[src/rtl/nrf_pkg.sv]
package nrf_pkg;

    // Field positions inside the map address
    localparam int OP_BIT = 0;  // 0 = set, 1 = clear

    typedef struct packed {
        logic accept;
        logic to_phys;
        logic to_gen;
    } verdict_t;

endpackage

[src/rtl/nrf_map.sv]
module nrf_map #(
    parameter int NODE_W = 6,
    parameter int HALF_W = 32,
    localparam int NODES  = 1 << NODE_W,
    localparam int HALVES = NODES / HALF_W,
    localparam int HSEL_W = (HALVES > 1) ? $clog2(HALVES) : 1,
    localparam int BIT_W  = $clog2(HALF_W)
) (
    input  logic              clk,
    input  logic              rst_n,
    input  logic              wr_en,
    input  logic              wr_clr,
    input  logic [HSEL_W-1:0] half_sel,
    input  logic [HALF_W-1:0] wr_data,
    output logic [HALF_W-1:0] rd_data,
    input  logic [NODE_W-1:0] node,
    output logic              hit
);

    logic [HALF_W-1:0] half_d [HALVES];
    logic [HALF_W-1:0] half_q [HALVES];

    for (genvar h = 0; h < HALVES; h++) begin : g_half
        always_comb begin
            half_d[h] = half_q[h];
            if (wr_en && (half_sel == HSEL_W'(h))) begin
                if (wr_clr) half_d[h] = half_q[h] & ~wr_data;
                else        half_d[h] = half_q[h] |  wr_data;
            end
        end

        always_ff @(posedge clk or negedge rst_n) begin
            if (!rst_n) half_q[h] <= '0;
            else        half_q[h] <= half_d[h];
        end
    end

    logic [HSEL_W-1:0] node_half;
    logic [BIT_W-1:0]  node_bit;

    always_comb begin
        node_half = HSEL_W'(node >> BIT_W);
        node_bit  = node[BIT_W-1:0];
        rd_data   = half_q[half_sel];
        hit       = half_q[node_half][node_bit];
    end

endmodule

[src/rtl/nrf_decide.sv]
module nrf_decide
    import nrf_pkg::*;
(
    input  logic     valid,
    input  logic     phys_req,
    input  logic     gen_hit,
    input  logic     phys_hit,
    output verdict_t verdict
);

    always_comb begin
        verdict.accept  = valid & gen_hit;
        verdict.to_phys = valid & gen_hit & phys_req & phys_hit;
        verdict.to_gen  = valid & gen_hit & ~(phys_req & phys_hit);
    end

endmodule

[src/rtl/node_req_filter.sv]
module node_req_filter
    import nrf_pkg::*;
#(
    parameter int NODE_W = 6,
    parameter int HALF_W = 32,
    parameter int ID_W   = 16,
    localparam int NODES  = 1 << NODE_W,
    localparam int HALVES = NODES / HALF_W,
    localparam int HSEL_W = (HALVES > 1) ? $clog2(HALVES) : 1,
    localparam int ADDR_W = HSEL_W + 2
) (
    input  logic              clk,
    input  logic              rst_n,
    input  logic              cfg_wr,
    input  logic [ADDR_W-1:0] cfg_addr,
    input  logic [HALF_W-1:0] cfg_wdata,
    output logic [HALF_W-1:0] cfg_rdata,
    input  logic              hdr_valid,
    input  logic [ID_W-1:0]   hdr_src_id,
    input  logic              hdr_phys,
    output logic              dec_valid,
    output logic              accept,
    output logic              to_physical,
    output logic              to_general
);

    typedef struct packed {
        logic              valid;
        logic              phys;
        logic [NODE_W-1:0] node;
    } hdr_t;

    hdr_t hdr_d, hdr_q;

    // Bus number is not part of the decision
    logic unused_bus_bits;
    assign unused_bus_bits = ^hdr_src_id[ID_W-1:NODE_W];

    always_comb begin
        hdr_d.valid = hdr_valid;
        hdr_d.phys  = hdr_phys;
        hdr_d.node  = hdr_src_id[NODE_W-1:0];
    end

    always_ff @(posedge clk or negedge rst_n) begin
        if (!rst_n) hdr_q <= '0;
        else        hdr_q <= hdr_d;
    end

    // Address decode
    logic              op_clr;
    logic [HSEL_W-1:0] half_sel;
    logic              map_phys;

    always_comb begin
        op_clr   = cfg_addr[OP_BIT];
        half_sel = cfg_addr[HSEL_W:1];
        map_phys = cfg_addr[ADDR_W-1];
    end

    logic [HALF_W-1:0] gen_rd, phys_rd;
    logic              gen_hit, phys_hit;

    nrf_map #(.NODE_W(NODE_W), .HALF_W(HALF_W)) u_gen_map (
        .clk      (clk),
        .rst_n    (rst_n),
        .wr_en    (cfg_wr & ~map_phys),
        .wr_clr   (op_clr),
        .half_sel (half_sel),
        .wr_data  (cfg_wdata),
        .rd_data  (gen_rd),
        .node     (hdr_q.node),
        .hit      (gen_hit)
    );

    nrf_map #(.NODE_W(NODE_W), .HALF_W(HALF_W)) u_phys_map (
        .clk      (clk),
        .rst_n    (rst_n),
        .wr_en    (cfg_wr & map_phys),
        .wr_clr   (op_clr),
        .half_sel (half_sel),
        .wr_data  (cfg_wdata),
        .rd_data  (phys_rd),
        .node     (hdr_q.node),
        .hit      (phys_hit)
    );

    assign cfg_rdata = map_phys ? phys_rd : gen_rd;

    verdict_t verdict;

    nrf_decide u_decide (
        .valid    (hdr_q.valid),
        .phys_req (hdr_q.phys),
        .gen_hit  (gen_hit),
        .phys_hit (phys_hit),
        .verdict  (verdict)
    );

    always_comb begin
        dec_valid   = hdr_q.valid;
        accept      = verdict.accept;
        to_physical = verdict.to_phys;
        to_general  = verdict.to_gen;
    end

endmodule

[config.mk]
export PLATFORM = sky130hd
export DESIGN_NAME = node_req_filter
export DESIGN_NICKNAME = d
export VERILOG_FILES = /design/src/rtl/nrf_pkg.sv /design/src/rtl/nrf_map.sv /design/src/rtl/nrf_decide.sv /design/src/rtl/node_req_filter.sv
export SDC_FILE = /design/constraint.sdc
export NUM_CORES = 1
export LEC_CHECK = 0
export ABC_AREA = 1
export BUFFER_PORTS_ARGS = -buffer_cell sky130_fd_sc_hd__buf_4
export CORE_ASPECT_RATIO = 0.75
export CORE_MARGIN = 5
export CORE_UTILIZATION = 30
export DETAILED_ROUTE_END_ITERATION = 12
export PLACE_DENSITY = 0.58
export SYNTH_ARGS = -nofsm -noshare
export SYNTH_HDL_FRONTEND = slang
export SYNTH_HIERARCHICAL = 1
export SYNTH_SLANG_ARGS = --single-unit
[constraint.sdc]
create_clock -name clk -period 5.01 [get_ports clk]
set_input_delay 1.002 -clock clk [delete_from_list [all_inputs] [get_ports clk]]
set_output_delay 1.002 -clock clk [all_outputs]
set_load 0.01 [all_outputs]
After elaboration in Yosys (flattened, before gate mapping)
Index checks and enable logic that the tools add are counted.

$lt $le $gt $ge: 3. Multiplexer cells: 21. Reduce and logical (&&, ||, !) cells: 4. Bitwise operators: 21.

Operator list (count): $mux 32 (17); $and 32x32->32 (4); $or 32x32->32 (4); $not 32->32 (1); $bmux 1 s5 (2); $and 1x1->1 (7); $lt 5x6->1 const B (1); $ge 2x2->1 const B (2); $logic_and 1x1->1 (4); $not 1->2 (2); $not 1->1 (3); $mux 1 (2).

Output and inout port bits: 36. Bits in registers: 136.

Longest topological paths before layout
Gate-level depths: netlist of run 1.

Depth after elaboration: 9. Mapped depth: 14. Depth with buffers taken out: 12.

Modules after synthesis
Netlist of run 1, hierarchy kept.

Modules (own cells, without submodules): nrf_map (times used 2, seq. area each 1601.5 um^2, cells an instance 461, area each 3568.4 um^2); node_req_filter (times used 1, seq. area each 200.2 um^2, cells an instance 116, area each 689.4 um^2); nrf_decide (times used 1, seq. area each 0.0 um^2, cells an instance 6, area each 22.5 um^2).

Worst setup path after synthesis of run 1
No wires, ideal clock.

Path type: input to output. From: input port cfg_addr[1]. To: output port cfg_rdata[0]. Arrival time: 1.846 ns. Cell stages on the path: 5. Slack: 2.162 ns. Required time: 4.008 ns. Path through: buf_2 -> buf_2 -> mux2_2 -> nand2_2 -> nand2_1.

Longest elaborated chain between the ends: 5.

Ends and longest elaborated chain: start: declaration (line node_req_filter.sv:15) `input logic [ADDR_W-1:0] cfg_addr,`; $not 1->2 (not written as such) (line nrf_map.sv:44) `rd_data = half_q[half_sel];`; $mux 32 (not written as such) (3 in a row) (line nrf_map.sv:44); net gen_rd[0] (line node_req_filter.sv:61) `logic [HALF_W-1:0] gen_rd, phys_rd;`; $mux 32 (line node_req_filter.sv:88) `assign cfg_rdata = map_phys ? phys_rd : gen_rd;`; end: declaration (line node_req_filter.sv:17) `output logic [HALF_W-1:0] cfg_rdata,`.

The timed path passes the listed nets, and every way through them passes these cells. The select of a mux whose other input is x is not followed.

Final worst setup path of run 1
From: register hdr_q[5] (netlist name). To: output port to_general.

RTL lines: start: declaration (line node_req_filter.sv:33) `hdr_t hdr_d, hdr_q;`; start signal: assignment (line node_req_filter.sv:47) `else hdr_q <= hdr_d;`; $not 1->2 (not written as such) (line nrf_map.sv:45) `hit = half_q[node_half][node_bit];`; $mux 32 (not written as such) (3 in a row) (line nrf_map.sv:45); $bmux 1 s5 (line nrf_map.sv:45); $mux 1 (not written as such) (line nrf_map.sv:45); net gen_hit (line node_req_filter.sv:62) `logic gen_hit, phys_hit;`; $and 1x1->1 (2 in a row) (line nrf_decide.sv:14) `verdict.to_gen = valid & gen_hit & ~(phys_req & phys_hit);`; end: declaration (line node_req_filter.sv:24) `output logic to_general`.

The timed path passes the listed nets, and every way through them passes these cells. The select of a mux whose other input is x is not followed.

==> reports/results.txt, run 1 <==
Most area-hungry cell type in the Yosys netlist: dfrtp_1
Synth Register Bits: 136
Final Cycle Share: 71.9%
Clk network pwr share: 36.6%
P&R area growth vs syn: 16.3%
Fmax: 0.278 GHz
Share of cells above drive strength 1: 18.4%
Synth Net Count: 1100
Main flop type after synthesis: dfrtp_1
CTS Hold Bufs: 0
Mean Syn Cell Area: 7.52 um^2
VDD IR-drop max: 0.266 mV
Setup tns final: 0 ns
Sw Share: 30.4%
Dpl cell area: 8530 um^2
Clock Root Buffer: clkbuf_16
Top post-synthesis cells by area: dfrtp_1, nand2_1, mux2_2, o21ai_0, nand3_1
CP Capture Type: primary output
Critical Path Max Stage Delay: 0.71 ns
Worst Clk Skew: 0 ns
Leakage power: 4.30 nW
Cell Rows: 51
Slew Limit Fails: 0
Outcome: completed
Post-synth top cells: nand2_1, dfrtp_1, o21ai_0
Via count of the first global-routing pass: 6688
Arr. time, crit path: 2.60 ns
Largest net degree at the start of global routing: 107
Post-DP HPWL: 15100 um
Startpoint types: flip-flop
Crit path max-delay family: simple AND/OR/NAND/NOR gates
Sw Pwr: 0.00107 W
Clock transition at path regs: 0.06 ns
DR pass1 iterations: 8
Initial antenna violation count: 0
Max-slew headroom: 30.9%
Core area: 25800 um^2
WP data required: 4.01 ns
Synth warn: 6
CTS resizes: 0
Port Buf Inserts: 81
Worst-path cell chain: buf_12 > nand2_1 > nand3_1 > nand3_1 > nand2_1 > nand2_1 > nand3_1 > nand3_1 > nand2_1 > nand2_1 > nor2_1 > buf_4
Final WL: 24800 um
Vias per cell: 4.97
Combinational share of power: 22.0%
IO Count: 92
Crit Path Class: flip-flop to primary output
Worst Tran Pin Value: 1.04 ns
CP Max Fanout: 50
Slowest CP cell: dfrtp_2
Clk Latency, worst-skew pair: 0.42 ns
Internal: 0.00246 W
Synth cell types: 17
Final Net Count: 1147
Top cell type's share of synthesized area: 43.4%
Fin. Hold Viols: 0
Chip width: 197 um
Post-CTS Setup Inserts: 0
Number of synthesized flops with an enable pin: 0
Async SR Flop Fraction: 100%
Max-cap violations: 0
Most frequent cell after synthesis: nand2_1
Area of the die: 29500 um^2
First-pass GRT wire length: 38500 um
Layout Cells excl Fill: 1447
Syn Inst Count: 1044
Pwr Total: 0.00353 W
Pwr dens: 387 nW/um^2
# clock sinks: 136
CTS tree: done
Mapped cell area: 7850 um^2
Hold Crit Class: flip-flop to flip-flop
Starting density of the core: 30.4%
Most used cell, CP: nand2_1
# H-tree levels: 4
Layout Cell Area excl Fill: 9130 um^2
Number of diodes: 0
Global Route Usage Sum: 16.8%
Register area share after synthesis: 43.4%
Routability cong.: 0.801
Avg WL per Cell: 17.2 um
CTS Buf Count: 17
Clock buffer depth: 2
DR iter-0 viols: 680
Seq pwr share: 41.3%
Final setup violation count: 0
Die height: 150 um
DP Cell Count: 1416
ANT nets after route: 0
DRC Markers: 0
Vias post-DR: 7198
Worst path bufs/invs: 2
Period minus WS final: 3.60 ns
Remaining Overflow, GRT: 0
Unrepaired setup endpoints after global routing: no
## logic make-up (layout without fill, tap and decap cells)
group,count (synthesis),in the layout,synth area share (%)
buffers and inverters,84,143,6.97
DFF,136,136,43.4
muxes,64,64,9.18
and+or+nand+nor,632,632,32.3
AOI/OAI and AO/OA,128,128,8.16
## metal layers
layer | vias up | track usage (%) | share of wire [%]
met5 | - | 0 | 0
met4 | 0 | 4.26 | 1.5
met3 | 22 | 3.60 | 7.3
met2 | 267 | 25.0 | 44
met1 | 3416 | 24.7 | 47
li1 | 3493 | - | -
## power groups by stage
| stage | combinational [W] | clock [W] | sequential [W] |
|---|---|---|---|
| after floorplan | 0.000530 | 0 | 0.00142 |
| after global placement | 0.000762 | 0 | 0.00147 |
| after detailed placement | 0.000778 | 0 | 0.00147 |
| after CTS | 0.000782 | 0.00131 | 0.00145 |
| after global routing | 0.000879 | 0.00136 | 0.00148 |
| final | 0.000778 | 0.00129 | 0.00146 |
## worst register-to-register path, delay by kind of cell (launching register included)
kind | cells | cell delay [ns]
flip-flops | 1 | 0.40
AO/OA/AOI/OAI | 1 | 0.08
AND/OR/NAND/NOR | 1 | 0.07
## cell usage in the layout (no fill, tap or decap)
cell and count:
clkbuf_8 3, dfrtp_1 135, nand3_1 108, bufinv_16 3, nand2_2 10, inv_6 3, buf_12 1, clkbuf_1 1
dfrtp_2 1, nor2_1 3, buf_4 89, buf_6 1, nand2_1 509, mux2_2 64, nor2_2 2, clkbuf_16 17
o21ai_1 14, clkinv_2 7, inv_1 16, inv_4 2, o21ai_0 114
## path summary, 6_finish.rpt
check | startpoint | end | slack (ns) | cells after the start
setup / recovery | hdr_q[5] | to_general | 1.41 | 12
hold / removal | flip-flop | flip-flop | 0.51 | 2
setup reg to reg | flip-flop | flip-flop | 4.29 | 2
hold reg to reg | flip-flop | flip-flop | 0.51 | 2
max in group asynchronous | rst_n | asynchronous set/reset pin | 3.45 | 2
min in group asynchronous | rst_n | asynchronous set/reset pin | 0.59 | 1
## per-stage QoR
| step | hold WS (ns) | utilization, % | worst slack [ns] |
|---|---|---|---|
| after floorplan | 0.468 | - | 2.16 |
| after global routing | 0.526 | 35.3 | 1.17 |
| after detailed placement | 0.491 | 33.0 | 1.45 |
| after CTS | 0.507 | 35.3 | 1.40 |
| after global placement | 0.485 | 33.0 | 1.46 |
| final | 0.506 | 35.3 | 1.41 |
## cell type report
| type | count | area, um^2 |
|---|---|---|
| Clock inverter | 10 | 125 |
| Tap cell | 344 | 430 |
| Fill cell | 2691 | 16700 |
| Sequential cell | 136 | 3400 |
| Multi-Input combinational cell | 824 | 3900 |
| Timing Repair Buffer | 91 | 699 |
| Clock buffer | 21 | 470 |
| Inverter | 21 | 98.8 |
No activity file was read; power rests on OpenSTA's default activity.
==> run 2: changes to the inputs <==
Settings changed: PLACE_DENSITY 0.58 to 0.59.
Clock period 5.01 ns to 3.2 ns, I/O delays scaled along.
==> reports/results.txt, run 2 (synthesis gave the netlist of run 1 again) <==
Slew Limit Fails: 0
Initial antenna violation count: 0
Most used cell, CP: nand2_1
CTS tree: done
Leakage power: 4.36 nW
R2R depth: 2
Starting density of the core: 30.4%
Via count of the first global-routing pass: 6939
End of the critical path: to_general
Arr. time, crit path: 2.37 ns
Vias post-DR: 7212
First-pass GRT wire length: 39700 um
Outcome: completed
Sw Share: 30.2%
DRC Markers: 0
Clk Latency, worst-skew pair: 0.42 ns
Slowest CP cell: dfrtp_2
ANT nets after route: 0
Vias per cell: 4.97
Port Buf Inserts: 81
Critical Path Max Stage Delay: 0.48 ns
Crit Path Class: flip-flop to primary output
DR iter-0 viols: 699
CP Max Fanout: 63
Post-CTS Setup Inserts: 0
Largest net degree at the start of global routing: 77
IO Count: 92
Seq pwr share: 39.4%
Remaining Overflow, GRT: 0
Pwr dens: 624 nW/um^2
Clock Root Buffer: clkbuf_16
Number of diodes: 0
Clock buffer depth: 2
WP depth: 12
# clock sinks: 136
Fmax: 0.332 GHz
Global Route Usage Sum: 17.1%
Setup tns final: 0 ns
Hold Crit Class: primary input to asynchronous set/reset pin
Chip width: 197 um
CP startpoint: hdr_q[5]
Worst Tran Pin Value: 0.567 ns
Worst-path cell chain: buf_12 > nand2_1 > nand3_1 > nand3_1 > nand2_1 > nand2_1 > nand3_1 > nand3_1 > nand2_1 > nand2_1 > nor2_1 > buf_4
Clk network pwr share: 39.4%
Internal: 0.00405 W
Final Cycle Share: 94.1%
Max-slew headroom: 62.2%
Worst hold margin: 0.155 ns
P&R area growth vs syn: 18.7%
CP Capture Type: primary output
Unrepaired setup endpoints after global routing: no
Combinational share of power: 21.2%
Sw Pwr: 0.00175 W
# H-tree levels: 4
Post-DP HPWL: 15200 um
Commonest non-fill, non-tap cell in the layout: nand2_1
Avg WL per Cell: 17.2 um
Final Net Count: 1151
Routability cong.: 0.801
Final WL: 25000 um
Worst Clk Skew: 0 ns
Area of the die: 29500 um^2
Startpoint types: flip-flop
Share of cells above drive strength 1: 19.0%
Final setup violation count: 0
DR pass1 iterations: 5
Cell Rows: 51
Clock transition at path regs: 0.07 ns
Crit path max-delay family: simple AND/OR/NAND/NOR gates
Core area: 25800 um^2
Fin. Hold Viols: 0
VDD IR-drop max: 0.383 mV
Worst path bufs/invs: 2
CTS Buf Count: 17
WP data required: 2.56 ns
R2R Setup Slk: 2.50 ns
Max-cap violations: 0
Die height: 150 um
Period minus WS final: 3.01 ns
Most frequent cells in the layout: nand2_1, dfrtp_1, o21ai_0
-- run 2: changes by cell type in the layout (fill, tap and decap cells not counted), moves of 2 or more --
cell,previous run,this run
buf_12,1,7
clkinv_2,7,1
clkinvlp_4,0,4
bufinv_16,3,6
clkbuf_8,3,0
clkinv_4,0,3
buf_4,89,87
-- run 2: area by class of cell --
type,count,area (um^2)
Clock buffer,17,425
Clock inverter,15,250
Fill cell,2710,16500
Inverter,21,98.8
Multi-Input combinational cell,824,3900
Sequential cell,136,3410
Tap cell,344,430
Timing Repair Buffer,95,805
-- run 2: per-layer routing --
metal,up-vias,wire (um),share of wire [%],global-route usage (%)
met1,3453,12000,48,25.2
met5,-,0,0,0
met2,247,10900,44,26.0
met4,0,270,1.1,3.33
li1,3493,-,-,-
met3,19,1760,7.1,3.67
-- run 2: through the flow --
step                      cell area, um^2  utilization (%)  std cells  total power [W]  worst slack, ns
after floorplan                      7850                -       1044          0.00305             1.08
after global placement               8640             33.4       1420          0.00351            0.560
after detailed placement             8640             33.4       1420          0.00354            0.561
after CTS                            9310             36.0       1452          0.00584           0.0808
after global routing                 9310             36.0       1452          0.00612           0.0441
final                                9310             36.0       1452          0.00581            0.190
-- run 2: how the worst min path moves through the flow --
stage,from,endpoint,cells past startpoint
after floorplan,rst_n,dec_valid,0
after global placement,flip-flop,flip-flop,2
after detailed placement,flip-flop,flip-flop,2
after CTS,rst_n,asynchronous set/reset pin,1
after global routing,rst_n,asynchronous set/reset pin,1
final,rst_n,asynchronous set/reset pin,1
-- run 2: worst register-to-register path: stages, from the launching register on --
cell     delay [ns]
dfrtp_1        0.40
nand2_1        0.07
o21ai_0        0.08
-- run 2: power groups by stage --
| stage | clock [W] | sequential (W) | combinational [W] |
|---|---|---|---|
| after CTS | 0.00232 | 0.00228 | 0.00124 |
| final | 0.00229 | 0.00229 | 0.00123 |
| after global placement | 0 | 0.00230 | 0.00121 |
| after global routing | 0.00240 | 0.00233 | 0.00139 |
| after floorplan | 0 | 0.00222 | 0.000829 |
| after detailed placement | 0 | 0.00231 | 0.00123 |
-- run 2: timing repair --
item | CTS | global route
endpoints found under the setup margin | 0 | 2
gates resized for setup | 0 | 1
hold buffers | 0 | 0
endpoints found under the hold margin | 0 | 0
==> run 3: changes to the inputs <==
Settings changed: RECOVER_POWER set to 100.
==> reports/results.txt, run 3 (synthesis gave the netlist of run 1 again) <==
Worst Clk Skew: 0 ns
Fin. Hold Viols: 0
Most frequent cells in the layout: nand2_1, dfrtp_1, o21ai_0
Commonest non-fill, non-tap cell in the layout: nand2_1
Via count of the first global-routing pass: 6939
R2R depth: 2
Unrepaired setup endpoints after global routing: no
Layout Cell Area excl Fill: 9150 um^2
Slowest CP cell: dfrtp_2
Vias per cell: 4.96
Vias post-DR: 7208
CTS resizes: 0
Max-slew headroom: -52.4%
Max-cap violations: 2
Critical Path Max Stage Delay: 0.48 ns
Crit Path Class: flip-flop to primary output
CTS Buf Count: 17
# H-tree levels: 4
# clock sinks: 136
Clock transition at path regs: 0.07 ns
Final Cycle Share: 93.9%
Slew Limit Fails: 78
Initial antenna violation count: 0
Pwr Total: 0.00575 W
Cell Rows: 51
Worst hold stages: 1
Leakage power: 4.22 nW
Remaining Overflow, GRT: 0
Area of the multi-input gates: 3890 um^2
Die height: 150 um
Worst path bufs/invs: 2
Core area: 25800 um^2
ANT nets after route: 0
Post-DP HPWL: 15200 um
DRC Markers: 0
Worst Tran Pin Value: 2.29 ns
First-pass GRT wire length: 39700 um
CTS Hold Bufs: 0
Setup tns final: 0 ns
Clock buffer depth: 2
Number of diodes: 0
Fmax: 0.333 GHz
Final setup violation count: 0
Hold Crit Class: primary input to flip-flop
CP Max Fanout: 63
Pwr dens: 628 nW/um^2
CTS tree: done
Crit path max-delay family: simple AND/OR/NAND/NOR gates
Most used cell, CP: nand2_1
Area of the die: 29500 um^2
VDD IR-drop max: 0.385 mV
Startpoint types: flip-flop
Port Buf Inserts: 81
Global Route Usage Sum: 17.1%
Clk Latency, worst-skew pair: 0.42 ns
Final Net Count: 1151
DR iter-0 viols: 593
Worst-path cell chain: buf_12 > nand2_1 > nand3_1 > nand3_1 > nand2_1 > nand2_1 > nand3_1 > nand3_1 > nand2_1 > nand2_1 > nor2_1 > buf_4
Failing checks: max-capacitance violations, max-slew violations
DR pass1 iterations: 6
Starting density of the core: 30.4%
Post-CTS Setup Inserts: 0
Routability cong.: 0.801
P&R area growth vs syn: 16.5%
Outcome: finished with violations
Dpl cell area: 8640 um^2
WP depth: 12
WP data required: 2.56 ns
Register Area: 3410 um^2
Worst hold margin: 0.331 ns
IO Count: 92
Chip width: 197 um
Avg WL per Cell: 17.3 um
Largest net degree at the start of global routing: 77
Final WL: 25100 um
Share of cells above drive strength 1: 15.6%
Clock Root Buffer: clkbuf_16
Period minus WS final: 3.01 ns
# fillers: 2743
Arr. time, crit path: 2.37 ns
CP Capture Type: primary output
==> run 3: changes by cell type in the layout (fill, tap and decap cells not counted), moves of 3 or more <==
cell      previous run  this run
buf_4               87        46
clkbuf_4             0         7
clkbuf_1             0        33
clkbuf_2             0         3
o21ai_1             14         3
o21ai_0            114       125
==> run 3: through the flow <==
step                      std cells  utilization, %  setup WS, ns
after floorplan                1044               -          1.08
after global routing           1452            35.4        0.0441
after global placement         1420            33.4         0.560
final                          1452            35.4         0.194
after CTS                      1452            36.0        0.0808
after detailed placement       1420            33.4         0.561
==> run 3: final timing paths <==
path                                from                          to  slack, ns
setup / recovery                hdr_q[5]                 to_physical       0.19
hold / removal             hdr_src_id[4]                    hdr_q[4]       0.33
setup reg to reg               flip-flop                   flip-flop       2.49
hold reg to reg                flip-flop                   flip-flop       0.51
max in group asynchronous          rst_n  asynchronous set/reset pin       0.67
min in group asynchronous          rst_n  asynchronous set/reset pin       1.04
==> run 3: cell type report <==
cell class | count | area share (%)
multi-input cells | 824 | 42.5
flip-flops and latches | 136 | 37.2
repair buffers | 95 | 7.06
well taps | 344 | 4.71
clock buffers | 17 | 4.65
clock inverters | 15 | 2.74
inverters | 21 | 1.08
==> run 3: power breakdown <==
part	switching, W	internal [W]
Sequential	0.000259	0.00203
Clock	0.000829	0.00147
Combinational	0.000668	0.000494
Total	0.00176	0.00399
==> run 3: metal layers <==
| layer | global-route usage (%) | wire, um | part of all wire (%) | vias to the layer above |
|---|---|---|---|---|
| met2 | 26.0 | 10900 | 44 | 266 |
| met4 | 3.33 | 236 | 0.94 | 0 |
| met5 | 0 | 0 | 0 | - |
| met3 | 3.67 | 1730 | 6.9 | 21 |
| li1 | - | - | - | 3494 |
| met1 | 25.2 | 12100 | 48 | 3427 |
